File: config.mk
export PLATFORM = sky130hd
export DESIGN_NAME = lpm_state_ctrl
export DESIGN_NICKNAME = d
export VERILOG_FILES = /design/src/rtl/lpm_pkg.sv /design/src/rtl/lpm_pin_sync.sv /design/src/rtl/lpm_stab_timer.sv /design/src/rtl/lpm_gate_decode.sv /design/src/rtl/lpm_state_ctrl.sv
export SDC_FILE = /design/constraint.sdc
export NUM_CORES = 1
export LEC_CHECK = 0
export BUFFER_PORTS_ARGS = -buffer_cell sky130_fd_sc_hd__buf_2
export CAP_MARGIN = 20
export CORE_ASPECT_RATIO = 1.25
export CORE_MARGIN = 5
export CORE_UTILIZATION = 30
export DETAILED_ROUTE_END_ITERATION = 12
export GPL_TIMING_DRIVEN = 0
export PLACE_DENSITY_LB_ADDON = 0.05
export SLEW_MARGIN = 0
export SYNTH_ARGS = -nofsm -noshare
export SYNTH_HDL_FRONTEND = slang
export SYNTH_SLANG_ARGS = --single-unit
File: constraint.sdc
create_clock -name clk -period 2.14 [get_ports clk]
set_input_delay 0.214 -clock clk [delete_from_list [all_inputs] [get_ports clk]]
set_output_delay 0.214 -clock clk [all_outputs]
set_load 0.03 [all_outputs]
File: src/rtl/lpm_pkg.sv
package lpm_pkg;

   typedef enum logic [2:0] {
      ST_RUN   = 3'd0,
      ST_SLEEP = 3'd1,
      ST_STOP  = 3'd2,
      ST_OSW   = 3'd3,
      ST_INIT  = 3'd4,
      ST_RST   = 3'd5
   } lpm_state_e;

   typedef struct packed {
      logic cpu;
      logic per;
      logic pll;
      logic mosc;
      logic sosc;
      logic rosc;
      logic hiz;
   } lpm_gate_t;

endpackage

File: src/rtl/lpm_pin_sync.sv
// Multi-stage synchronizer for a low-active asynchronous pin.
// Flops reset to 0 so the pin reads as asserted during power-on.
module lpm_pin_sync #(
   parameter int STAGES = 2
) (
   input  logic clk,
   input  logic rst_n,
   input  logic pin_n,
   output logic active
);

   logic [STAGES-1:0] chain_q;

   always_ff @(posedge clk or negedge rst_n) begin
      if (!rst_n) chain_q <= '0;
      else        chain_q <= {chain_q[STAGES-2:0], pin_n};
   end

   assign active = ~chain_q[STAGES-1];

endmodule

File: src/rtl/lpm_stab_timer.sv
// Stabilization wait counter: cleared while idle, counts while active,
// flags done when the count equals the configured limit.
module lpm_stab_timer #(
   parameter int WAIT_W = 16
) (
   input  logic              clk,
   input  logic              rst_n,
   input  logic              active,
   input  logic [WAIT_W-1:0] limit,
   output logic              done
);

   logic [WAIT_W-1:0] cnt_q;

   assign done = active && (cnt_q == limit);

   always_ff @(posedge clk or negedge rst_n) begin
      if (!rst_n)       cnt_q <= '0;
      else if (!active) cnt_q <= '0;
      else if (!done)   cnt_q <= cnt_q + 1'b1;
   end

endmodule

File: src/rtl/lpm_gate_decode.sv
// Maps the current power state and the stop options to the gate enables.
module lpm_gate_decode
   import lpm_pkg::*;
(
   input  lpm_state_e state,
   input  logic       pll_on,
   input  logic       hiz_en,
   input  logic       keep_main,
   input  logic       keep_sub,
   input  logic       keep_rc,
   output lpm_gate_t  gate
);

   always_comb begin
      gate = '{cpu: 1'b0, per: 1'b0, pll: 1'b0, mosc: 1'b1,
               sosc: 1'b1, rosc: 1'b1, hiz: 1'b0};
      case (state)
         ST_RUN: begin
            gate.cpu = 1'b1;
            gate.per = 1'b1;
            gate.pll = pll_on;
         end
         ST_SLEEP: begin
            gate.per = 1'b1;
            gate.pll = pll_on;
         end
         ST_STOP: begin
            gate.mosc = keep_main;
            gate.sosc = keep_sub;
            gate.rosc = keep_rc;
            gate.hiz  = hiz_en;
         end
         ST_OSW: begin
            gate.pll = pll_on;
         end
         default: ;
      endcase
   end

endmodule

File: src/rtl/lpm_state_ctrl.sv
module lpm_state_ctrl
   import lpm_pkg::*;
#(
   parameter int NUM_IRQ       = 8,
   parameter int NUM_STOP_WAKE = 3,
   parameter int WAIT_W        = 16,
   parameter int SYNC_STAGES   = 2
) (
   input  logic                     clk,
   input  logic                     rst_n,
   input  logic                     sleep_req,
   input  logic                     stop_req,
   input  logic [NUM_IRQ-1:0]       irq_vec,
   input  logic [NUM_IRQ-1:0]       irq_mask,
   input  logic [NUM_STOP_WAKE-1:0] stop_wake_vec,
   input  logic                     init_pin_n,
   input  logic                     oprst_pin_n,
   input  logic                     sw_rst,
   input  logic [WAIT_W-1:0]        wait_cnt,
   input  logic                     pll_on,
   input  logic                     hiz_en,
   input  logic                     keep_main,
   input  logic                     keep_sub,
   input  logic                     keep_rc,
   output logic                     cpu_clk_en,
   output logic                     per_clk_en,
   output logic                     pll_en,
   output logic                     main_osc_en,
   output logic                     sub_osc_en,
   output logic                     rc_osc_en,
   output logic                     pin_hiz,
   output logic [2:0]               state_code
);

   // Elaboration-time parameter checks
   if (SYNC_STAGES < 2) begin : g_bad_sync
      $error("lpm_state_ctrl: SYNC_STAGES must be at least 2");
   end
   if (WAIT_W < 1 || WAIT_W > 31) begin : g_bad_wait
      $error("lpm_state_ctrl: WAIT_W must be within 1..31");
   end
   if (NUM_IRQ < 1 || NUM_STOP_WAKE < 1) begin : g_bad_wake
      $error("lpm_state_ctrl: wake vectors need at least one bit");
   end

   lpm_state_e st_q, st_nx;
   logic       from_init_q, from_init_nx;
   logic       init_req, oprst_req, stab_done;
   logic       sleep_wake, stop_wake;
   lpm_gate_t  gate;

   lpm_pin_sync #(.STAGES(SYNC_STAGES)) u_init_sync (
      .clk    (clk),
      .rst_n  (rst_n),
      .pin_n  (init_pin_n),
      .active (init_req)
   );

   lpm_pin_sync #(.STAGES(SYNC_STAGES)) u_oprst_sync (
      .clk    (clk),
      .rst_n  (rst_n),
      .pin_n  (oprst_pin_n),
      .active (oprst_req)
   );

   lpm_stab_timer #(.WAIT_W(WAIT_W)) u_stab (
      .clk    (clk),
      .rst_n  (rst_n),
      .active (st_q == ST_OSW),
      .limit  (wait_cnt),
      .done   (stab_done)
   );

   assign sleep_wake = |(irq_vec & irq_mask);
   assign stop_wake  = |stop_wake_vec;

   // Next state: setting-init over operation reset over everything else
   always_comb begin
      st_nx        = st_q;
      from_init_nx = from_init_q;
      if (init_req) begin
         st_nx = ST_INIT;
      end else if (oprst_req || sw_rst) begin
         st_nx = ST_RST;
      end else begin
         case (st_q)
            ST_RUN: begin
               if (stop_req)       st_nx = ST_STOP;
               else if (sleep_req) st_nx = ST_SLEEP;
            end
            ST_SLEEP: begin
               if (sleep_wake) st_nx = ST_RUN;
            end
            ST_STOP: begin
               if (stop_wake) begin
                  st_nx        = ST_OSW;
                  from_init_nx = 1'b0;
               end
            end
            ST_OSW: begin
               if (stab_done) st_nx = from_init_q ? ST_RST : ST_RUN;
            end
            ST_INIT: begin
               st_nx        = ST_OSW;
               from_init_nx = 1'b1;
            end
            ST_RST:  st_nx = ST_RUN;
            default: st_nx = ST_INIT;
         endcase
      end
   end

   always_ff @(posedge clk or negedge rst_n) begin
      if (!rst_n) begin
         st_q        <= ST_INIT;
         from_init_q <= 1'b1;
      end else begin
         st_q        <= st_nx;
         from_init_q <= from_init_nx;
      end
   end

   lpm_gate_decode u_dec (
      .state     (st_q),
      .pll_on    (pll_on),
      .hiz_en    (hiz_en),
      .keep_main (keep_main),
      .keep_sub  (keep_sub),
      .keep_rc   (keep_rc),
      .gate      (gate)
   );

   assign cpu_clk_en  = gate.cpu;
   assign per_clk_en  = gate.per;
   assign pll_en      = gate.pll;
   assign main_osc_en = gate.mosc;
   assign sub_osc_en  = gate.sosc;
   assign rc_osc_en   = gate.rosc;
   assign pin_hiz     = gate.hiz;
   assign state_code  = st_q;

endmodule

==> results of run 1 <==
through the flow:
step                      utilization  setup TNS (ns)
after floorplan                     -               0
after global placement          0.368           -1.53
after detailed placement        0.368           -2.05
after CTS                       0.386               0
after global routing            0.387               0
final                           0.387               0
worst register-to-register path, delay by kind of cell (launching register included):
| kind | cells | cell delay (ns) |
|---|---|---|
| buf+inv | 2 | 0.36 |
| simple gates | 1 | 0.21 |
| flops | 1 | 0.45 |
| compound gates | 3 | 0.69 |
| xor+xnor | 1 | 0.21 |
sequential cells by signal (all words and copies together), names as in the netlist:
name / cells
u_init_sync.chain_q: 2
from_init_q: 1
u_oprst_sync.chain_q: 2
u_stab.cnt_q: 16
state_code: 3
cells in the final DEF, fill, tap and decap left out, types with 2 or more instances in the layout:
cell type,count
nand2_1,12
and3_2,2
nand3_1,7
o21ai_1,2
nand4_2,2
nand4_1,6
nand2b_1,3
or4_2,2
xnor2_2,4
o31ai_1,3
xnor2_1,11
nand4_4,2
buf_6,4
nor3b_1,2
a22oi_1,5
or3_2,6
clkbuf_8,4
o21ai_0,3
inv_1,2
nor2_1,9
a21oi_1,7
nor2b_1,2
o211ai_1,3
buf_4,2
buf_2,58
a21oi_2,8
dfstp_2,2
dfrtp_1,22
o31ai_2,2
and2_1,2
or4_1,5
o21ai_2,4
synth_stat cells, types with 3 or more instances:
| master | count | area (um2) |
|---|---|---|
| nand3_1 | 7 | 35.0 |
| a21oi_1 | 7 | 35.0 |
| nor3b_1 | 3 | 22.5 |
| o211ai_1 | 3 | 22.5 |
| or4_1 | 5 | 37.5 |
| nand2b_1 | 3 | 18.8 |
| o31ai_1 | 3 | 22.5 |
| a22oi_1 | 5 | 37.5 |
| dfrtp_1 | 22 | 551 |
| nand4_1 | 6 | 37.5 |
| nand2_1 | 12 | 45.0 |
| xnor2_1 | 12 | 105 |
| o21ai_2 | 4 | 35.0 |
| xnor2_2 | 3 | 48.8 |
| or3_2 | 6 | 45.0 |
| buf_6 | 4 | 45.0 |
| nor2_1 | 9 | 33.8 |
| a21oi_2 | 8 | 70.1 |
| o21ai_0 | 3 | 15.0 |
per-layer routing:
layer	routed length (um)	vias up	GRT usage
li1	-	754	-
met1	1950	701	0.149
met2	2300	53	0.235
met3	361	8	0.0277
met4	78	0	0.0394
met5	0	-	0
layout make-up:
| type | count | area [um2] |
|---|---|---|
| Fill cell | 593 | 3490 |
| Multi-Input combinational cell | 133 | 1040 |
| Sequential cell | 24 | 603 |
| Timing Repair Buffer | 59 | 305 |
| Buffer | 9 | 93.8 |
| Tap cell | 66 | 82.6 |
| Clock buffer | 3 | 41.3 |
| Clock inverter | 1 | 30.0 |
| Inverter | 2 | 7.51 |
power groups by stage:
| stage | Sequential (W) | Clock [W] | Combinational (W) |
|---|---|---|---|
| after floorplan | 0.000494 | 0 | 0.0000670 |
| after global placement | 0.000490 | 0 | 0.000141 |
| after detailed placement | 0.000490 | 0 | 0.000143 |
| after CTS | 0.000482 | 0.000427 | 0.000146 |
| after global routing | 0.000483 | 0.000442 | 0.000158 |
| final | 0.000482 | 0.000416 | 0.000143 |
cells by family after synthesis:
logic type                 count (synthesis)  share of synthesized area
xor gates and xnor gates                  17                      0.110
muxes                                      2                     0.0123
and+or+nand+nor                           69                      0.262
AOI/OAI and AO/OA                         44                      0.202
adders and majority gates                  1                    0.00723
buffers and inverters                     11                     0.0578
DFF                                       24                      0.349
path summary, 6_finish.rpt:
| check | startpoint | cells after the start | slack [ns] | endpoint |
|---|---|---|---|---|
| worst max-delay path | u_stab.cnt_q[10]$_DFFE_PN0P_ | 7 | 0.16 | u_stab.cnt_q[7]$_DFFE_PN0P_ |
| worst min register to register | u_init_sync.chain_q[0]$_DFF_PN0_ | 0 | 0.36 | u_init_sync.chain_q[1]$_DFF_PN0_ |
| worst max register to register | u_stab.cnt_q[10]$_DFFE_PN0P_ | 7 | 0.16 | u_stab.cnt_q[7]$_DFFE_PN0P_ |
| min in group asynchronous | rst_n | 2 | 0.45 | u_stab.cnt_q[9]$_DFFE_PN0P_ |
| worst min-delay path | oprst_pin_n | 1 | 0.03 | u_oprst_sync.chain_q[0]$_DFF_PN0_ |
| max in group asynchronous | rst_n | 2 | 1.30 | u_stab.cnt_q[2]$_DFFE_PN0P_ |
timing repair:
action / 4_1_cts / 5_1_grt
hold buffers: 1 / 0
gates resized for setup: 1 / 3
endpoints found under the setup margin: 15 / 3
hold endpoints to repair: 22 / 0
pin swaps: 2 / 0
setup buffers: 2 / 0
==> results.cfg, run 1 <==
[outcome]
status = complete, no violations

[layout]
finalInstanceArea_mm2 = 0.00221
n_antenna_cell = 0
layout-drive-gt1-share = 0.481
area_growth_pct = 27.6
final_nets = 280
finalNonFillerCells = 297

[power_and_ir_drop]
p_int_w = 0.000791
vdd_drop_max_v = 0.000178
power_frac_seq = 0.463
power_frac_clock = 0.400
p_comb_frac = 0.138
p_leak_nw = 0.888
p_total_w = 0.00104
p_sw_frac = 0.240
powerDensity_mw_per_mm2 = 471
switchingPower_w = 0.000249

[clock_tree]
clk_latency_ns = 0.28
htree_levels = 1
cts-buffers-inserted = 3
path_clk_slew_ns = 0.09
clkSinkCount = 24
cts_tree = built
cts_root_buffer = clkbuf_8
cts_buffer_depth = 2

[setup_path]
worstPathCellList = xnor2_1 -> nand4_2 -> o41ai_4 -> buf_6 -> buf_12 -> o21ai_1 -> a21oi_2
cp-start-kind = flip-flop
slowest_stage = o41ai_4
crit_fanout = 10
arrival_ns = 2.19
critPathTopFamily = compound AO/OA/AOI/OAI gates
cp-end-kind = flip-flop
critical_path_required_ns = 2.36
setup.worst_path.class = reg -> reg
worst-path-buf-inv = 2
cp_slowest_stage_delay_ns = 0.48

[sta]
setup_slack_ns = 0.163
skew_ns = 0.00404
hold_violations = 0
rsz0062_at_grt = no
finalSetupViolCount = 0
min_period_over_period = 0.924
drv_slew = 0
worstMarginPinSlew_ns = 0.579
min_period_ns = 1.98
hold-worst-slack_ns = 0.0333
fmax_mhz = 506
relSlewSlack = 0.614

[detailed_routing]
firstDrtPassIters = 4
vias = 1516
drtIter0Drc = 25
ant_nets = 0
drc = 0
postRouteWirelength_um = 4690
via_per_inst = 5.10
routedWlPerCell_um = 15.8

[global_route]
grt_usage = 0.129
grt.overflow.total = 0
grt_first_pass_wirelength_um = 7690
grt_max_degree = 25
antenna_found_initial = 0
grt_pass1_vias = 1586

[run]
cap_viol_max_count = 0

[die]
die-area_mm2 = 0.00740
io_pins = 57
start_util = 0.303
die_h_um = 94.9
rows = 31
die_w_um = 77.9
core_area_mm2 = 0.00570

[yosys]
synthCells = 168
ys_seq_area_frac = 0.349
synth-main-ff-cell = dfrtp_1
async_flop_share = 1.00
ys_warn_count = 0
synth_cell_type_count = 50
ys_seq_elements = 24
syn_area_per_cell_um2 = 10.3
synth_nets = 216
synth-edff-count = 0
synthesis.area_mm2 = 0.00173

[place]
placed_cells = 290
io_buffers = 56
place_area_mm2 = 0.00210
dpl_worst_slack_ns = -0.197
gp_congestion = 0.770
hpwl_um = 3620

[worst_hold_path]
hp-class = in -> reg
Note: power is estimated with default switching activity, not from simulation.
==> run 2, diff against run 1 <==
SYNTH_HIERARCHICAL = 1   (was default)
==> run 2 against run 1 <==
- the run now ends with setup timing left
- sequential power is 1% higher
- cell area fell by 2.1%
- clock power down 2%
- highest routed layer unchanged
- non-clock buffer count up 11
==> results.cfg, run 2 <==
[outcome]
status = finished, violations left
violations = setup timing

[layout]
regMostFlops = u_stab/cnt_q
final_common_cell = buf_2
largest_reg_flops = 16
final_nets = 292
most-common-layout-cells = buf_2, buf_4, a21oi_1, dfrtp_1
area_growth_pct = 39.0
n_antenna_cell = 0
finalInstanceArea_mm2 = 0.00216
layout-drive-gt1-share = 0.449

[power_and_ir_drop]
p_sw_frac = 0.229
powerDensity_mw_per_mm2 = 478
switchingPower_w = 0.000237
p_comb_frac = 0.134
power_frac_clock = 0.393
power_frac_seq = 0.473
vdd_drop_max_v = 0.000237
p_int_w = 0.000796
p_leak_nw = 0.915

[sta]
finalSetupViolCount = 3
skew_ns = 0.0124
hold-worst-slack_ns = 0.0349
setup_slack_ns = -0.239
min_period_over_period = 1.11
rsz0062_at_grt = yes
min_period_ns = 2.38
relSlewSlack = 0.618
drv_slew = 0
hold_violations = 0
worstMarginPinSlew_ns = 0.573
fmax_mhz = 420

[setup_path]
worstPathCellList = xnor2_1 -> nand4_1 -> nor4_2 -> buf_6 -> and2_4 -> clkinvlp_4 -> a32o_2 -> a311oi_2 -> mux2_1
reg2reg_to = state_code[0]$_DFFE_PN0P_
rrSetupSlack_ns = -0.24
cp-end-kind = flip-flop
r2r-start = u_stab/cnt_q[1]$_DFFE_PN0P_
slowest_stage = dfrtp_2
reg2reg_depth = 9
arrival_ns = 2.55
critPathTopFamily = simple AND/OR/NAND/NOR gates
worst-path-buf-inv = 2
cp_slowest_stage_delay_ns = 0.44
cp-start-kind = flip-flop
setup.worst_path.class = reg -> reg
critical_path_required_ns = 2.31
crit_fanout = 4

[detailed_routing]
firstDrtPassIters = 4
routedWlPerCell_um = 15.5
drc = 0
ant_nets = 0
postRouteWirelength_um = 4730
vias = 1582
via_per_inst = 5.19
drtIter0Drc = 86

[global_route]
grt_first_pass_wirelength_um = 7870
grt.overflow.total = 0
antenna_found_initial = 0
grt_pass1_vias = 1665
grt_max_degree = 25
grt_usage = 0.147

[yosys]
ys_seq_elements = 24
synth_cell_type_count = 49
synth-edff-count = 0
netlist_top_cells_count = dfrtp_1, xnor2_1, a21oi_1, nand2_1, or3_1
ys_seq_area_frac = 0.388
async_flop_share = 1.00
synthCells = 167
yosysTopAreaCell = dfrtp_1
synth_area_leaders = dfrtp_1, xnor2_1, a21oi_1
ys_warn_count = 6
syn_area_per_cell_um2 = 9.31
synth_nets = 215
synth-main-ff-cell = dfrtp_1
synthesis.area_mm2 = 0.00156
synth_most_common_cell = dfrtp_1
synth_top_area_frac = 0.354

[clock_tree]
cts_tree = built
cts_buffer_depth = 2
cts_root_buffer = clkbuf_8
path_clk_slew_ns = 0.10
htree_levels = 1
clk_latency_ns = 0.28
clkSinkCount = 24
cts-buffers-inserted = 3

[worst_hold_path]
hp-class = in -> reg
whs_endpoint = u_oprst_sync/chain_q[0]$_DFF_PN0_
hold_depth = 1
min_from = oprst_pin_n

[die]
start_util = 0.308
die_w_um = 74.4
core_area_mm2 = 0.00504
die_h_um = 90.5
die-area_mm2 = 0.00673
rows = 29
io_pins = 57

[run]
cap_viol_max_count = 0

[place]
gp_congestion = 0.827
io_buffers = 56
hpwl_um = 3520
place_area_mm2 = 0.00192
==> run 2: worst register-to-register path: stages, from the launching register on <==
cell and delay [ns]:
dfrtp_2 0.44, xnor2_1 0.16, nand4_1 0.13, nor4_2 0.34, buf_6 0.16, and2_4 0.15, clkinvlp_4 0.06, a32o_2 0.22
a311oi_2 0.27, mux2_1 0.35
==> run 2: cells by family (layout without fill, tap and decap cells) <==
family,Yosys count,count (layout),synth area share
and+or+nand+nor,70,70,0.275
xor gates and xnor gates,17,17,0.0957
DFF,24,24,0.388
buffers and inverters,13,89,0.0442
muxes,4,4,0.0265
AOI/OAI and AO/OA,38,38,0.163
adders and majority gates,1,1,0.00804
==> run 2: metal layers <==
| layer | track usage | up-vias | part of all wire |
|---|---|---|---|
| met2 | 0.271 | 47 | 0.54 |
| met3 | 0.0200 | 4 | 0.044 |
| met5 | 0 | - | 0 |
| li1 | - | 778 | - |
| met1 | 0.175 | 753 | 0.41 |
| met4 | 0.0326 | 0 | 0.0072 |
==> run 2: how the worst max path moves through the flow <==
| stage | startpoint | to | slack, ns | cells past startpoint |
|---|---|---|---|---|
| floorplan | u_stab/cnt_q[0]$_DFFE_PN0P_ | state_code[0]$_DFFE_PN0P_ | -0.28 | 10 |
| global placement | u_stab/cnt_q[6]$_DFFE_PN0P_ | state_code[0]$_DFFE_PN0P_ | -0.57 | 10 |
| finish | u_stab/cnt_q[1]$_DFFE_PN0P_ | state_code[0]$_DFFE_PN0P_ | -0.24 | 9 |
| CTS | u_stab/cnt_q[2]$_DFFE_PN0P_ | state_code[0]$_DFFE_PN0P_ | -0.29 | 9 |
| detailed placement | u_stab/cnt_q[4]$_DFFE_PN0P_ | state_code[0]$_DFFE_PN0P_ | -0.59 | 10 |
| global route | u_stab/cnt_q[13]$_DFFE_PN0P_ | state_code[0]$_DFFE_PN0P_ | -0.34 | 9 |
==> run 2: power by group through the flow <==
| stage | combinational [W] | sequential [W] | clock (W) |
|---|---|---|---|
| after detailed placement | 0.000134 | 0.000498 | 0 |
| final | 0.000138 | 0.000489 | 0.000407 |
| after global placement | 0.000130 | 0.000498 | 0 |
| after CTS | 0.000139 | 0.000489 | 0.000419 |
| after floorplan | 0.0000594 | 0.000500 | 0 |
| after global routing | 0.000154 | 0.000492 | 0.000438 |
==> run 2: what timing repair did <==
| item | 4_1_cts | 5_1_grt |
|---|---|---|
| endpoints found under the setup margin | 3 | 3 |
| endpoints found under the hold margin | 22 | 0 |
| resized for setup | 13 | 4 |
| pin swaps | 14 | 5 |
| hold buffers | 1 | 0 |
| setup buffers | 14 | 3 |
==> run 2: area by class of cell <==
type	count	area, um2
multi-input cells	130	925
flip-flops and latches	24	616
clock buffers	3	41.3
inverters	6	26.3
fillers	549	2880
plain buffers	5	28.8
well taps	62	77.6
repair buffers	74	418
clock inverters	1	30.0
==> run 2: through the flow <==
| stage | util | TNS [ns] | instances | total power (W) | setup WS [ns] |
|---|---|---|---|---|---|
| finish | 0.429 | -0.504 | 305 | 0.00103 | -0.239 |
| global route | 0.429 | -0.826 | 305 | 0.00108 | -0.340 |
| CTS | 0.421 | -0.641 | 302 | 0.00105 | -0.286 |
| detailed placement | 0.380 | -1.30 | 285 | 0.000632 | -0.588 |
| global placement | 0.380 | -1.24 | 285 | 0.000627 | -0.568 |
| floorplan | - | -0.378 | 167 | 0.000559 | -0.283 |
==> run 3, diff against run 2 <==
ABC_AREA = 1   (was default)
CORE_ASPECT_RATIO = 1.1   (was 1.25)
==> run 3 against run 2 <==
- sequential share of layout area is 6.0 points lower
- the run now ends clean
- clock-buffer cell count is 1 higher
- hold slack better by 0.011 ns
- clock skew is 0.0082 ns lower
- global-route usage is 1.6 points lower
- synthesized cell count is 110% higher
- critical endpoint is now state_code[1]$_DFFE_PN0P_
- first-iteration DRC count is 31% higher
- sequential power is 2% lower
- largest cell class unchanged
- critical path depth is 4 higher
- core utilization is 4.8 points lower
==> results.cfg, run 3 <==
[global_route]
grt_pass1_vias = 2094
grt_usage = 0.132
grt_first_pass_wirelength_um = 9970
grt.overflow.total = 0
grt_max_degree = 25
antenna_found_initial = 0

[yosys]
synth-edff-count = 0
synthCells = 353
async_flop_share = 1.00
yosysTopAreaCell = dfrtp_1
ys_seq_elements = 24
synth_most_common_cell = nand2_1
synth-main-ff-cell = dfrtp_1
synth_nets = 401
ys_warn_count = 6
synth_area_leaders = dfrtp_1, nand2_1, inv_1
netlist_top_cells_count = nand2_1, inv_1, nor2_1, dfrtp_1, nand4_1
synthesis.area_mm2 = 0.00221
syn_area_per_cell_um2 = 6.27
synth_top_area_frac = 0.249
ys_seq_area_frac = 0.272
synth_cell_type_count = 27

[setup_path]
cpMostUsedCell = nand2_1
worst-path-buf-inv = 3
cp-start-kind = flip-flop
critical_path_required_ns = 2.30
arrival_ns = 2.12
cp_slowest_stage_delay_ns = 0.42
critPathTopFamily = simple AND/OR/NAND/NOR gates
reg2reg_to = state_code[1]$_DFFE_PN0P_
r2r-start = state_code[2]$_DFFE_PN1P_
worstPathCellList = buf_8 -> nor2_2 -> buf_6 -> o21ai_0 -> nor3_2 -> and3_4 -> inv_1 -> nand2_1 -> nand2_1 -> nor2_2 -> nand2_2 -> nand3_1 -> nand2_1
crit_fanout = 8
cp-end-kind = flip-flop
rrSetupSlack_ns = 0.18
reg2reg_depth = 13
slowest_stage = dfstp_2
setup.worst_path.class = reg -> reg

[clock_tree]
cts-buffers-inserted = 3
path_clk_slew_ns = 0.09
clk_latency_ns = 0.27
htree_levels = 1
clkSinkCount = 24
cts_tree = built
cts_buffer_depth = 2
cts_root_buffer = clkbuf_8

[sta]
min_period_ns = 1.96
skew_ns = 0.00415
fmax_mhz = 509
hold_violations = 0
drv_slew = 0
setup_slack_ns = 0.176
worstMarginPinSlew_ns = 0.572
rsz0062_at_grt = no
min_period_over_period = 0.918
relSlewSlack = 0.618
finalSetupViolCount = 0

[power_and_ir_drop]
vdd_drop_max_v = 0.000248
powerDensity_mw_per_mm2 = 345
power_frac_clock = 0.301
switchingPower_w = 0.000254
p_comb_frac = 0.187
p_sw_frac = 0.273
p_leak_nw = 1.59
p_int_w = 0.000678
power_frac_seq = 0.512
p_total_w = 0.000932

[die]
io_pins = 57
die_w_um = 91.9
die-area_mm2 = 0.00920
core_area_mm2 = 0.00709
start_util = 0.312
die_h_um = 100
rows = 32

[detailed_routing]
drc = 0
vias = 2254
routedWlPerCell_um = 11.7
drtIter0Drc = 113
firstDrtPassIters = 5
ant_nets = 0
postRouteWirelength_um = 5860
via_per_inst = 4.49

[layout]
layout-drive-gt1-share = 0.288
final_common_cell = nand2_1
fillers = 798
most-common-layout-cells = nand2_1, buf_2, inv_1, nor2_1, nand4_1
finalInstanceArea_mm2 = 0.00270
regMostFlops = u_stab/cnt_q
largest_reg_flops = 16
area_growth_pct = 21.9
multiInputGateArea_mm2 = 0.00131
n_antenna_cell = 0
seqCellArea_um2 = 606
final_nets = 466

[outcome]
status = complete, no violations

[place]
place_area_mm2 = 0.00260
gp_congestion = 0.822
hpwl_um = 4740
io_buffers = 56
dpl_worst_slack_ns = -0.228

[worst_hold_path]
whs_endpoint = u_oprst_sync/chain_q[0]$_DFF_PN0_
min_from = oprst_pin_n
hold_depth = 1
hp-class = in -> reg

[run]
cap_viol_max_count = 0
run 3: routing by layer:
layer	up-vias	routed length (um)	track usage
met4	0	15	0.0206
met2	44	2850	0.224
met3	2	225	0.0217
met5	-	0	0
met1	982	2770	0.180
li1	1226	-	-
run 3: layout make-up:
type / instances / area share
Inverter: 56 / 0.0779
Multi-Input combinational cell: 261 / 0.486
Buffer: 12 / 0.0394
Timing Repair Buffer: 60 / 0.116
Sequential cell: 24 / 0.224
Tap cell: 85 / 0.0394
Clock buffer: 4 / 0.0167
run 3: worst reg2reg max path: cells and delay by family (launching register included):
family	cells	cell delay (ns)
buf+inv	3	0.33
flops	1	0.42
compound gates	1	0.10
simple gates	9	1.02
run 3: worst max path at each step:
stage	cells past startpoint	from	endpoint
floorplan	14	state_code[1]$_DFFE_PN0P_	state_code[0]$_DFFE_PN0P_
global placement	14	state_code[1]$_DFFE_PN0P_	state_code[1]$_DFFE_PN0P_
detailed placement	14	state_code[1]$_DFFE_PN0P_	state_code[1]$_DFFE_PN0P_
CTS	13	state_code[0]$_DFFE_PN0P_	state_code[1]$_DFFE_PN0P_
global route	13	state_code[2]$_DFFE_PN1P_	state_code[0]$_DFFE_PN0P_
finish	13	state_code[2]$_DFFE_PN1P_	state_code[1]$_DFFE_PN0P_
run 3: what timing repair did:
item / 4_1_cts / 5_1_grt
buffers inserted: 1 / 2
endpoints found under the setup margin: 3 / 3
cloned: 0 / 0
gates resized for setup: 3 / 6
hold buffers: 1 / 0
endpoints found under the hold margin: 22 / 0
pin swaps: 0 / 1
run 3: cells by family (layout without fill, tap and decap cells):
group | Yosys count | after routing | share of synthesized area
AOI/OAI and AO/OA | 11 | 11 | 0.0260
xor gates and xnor gates | 7 | 7 | 0.0277
adders and majority gates | 1 | 1 | 0.00565
buffers and inverters | 68 | 132 | 0.140
DFF | 24 | 24 | 0.272
and+or+nand+nor | 242 | 242 | 0.529
run 3: stage by stage:
stage               hold slack (ns)   util  std cells  TNS, ns
detailed placement            0.255  0.367        494   -0.657
CTS                          0.0361  0.376        500        0
global placement              0.254  0.367        494   -0.747
global route                 0.0245  0.381        502        0
floorplan                   -0.0816      -        353        0
finish                       0.0463  0.381        502        0
run 3: power by group through the flow:
stage | Combinational, W | Clock, W | Sequential [W]
finish | 0.000174 | 0.000281 | 0.000477
global route | 0.000201 | 0.000319 | 0.000479
CTS | 0.000170 | 0.000295 | 0.000480
detailed placement | 0.000166 | 0 | 0.000489
global placement | 0.000165 | 0 | 0.000489
floorplan | 0.0000876 | 0 | 0.000493
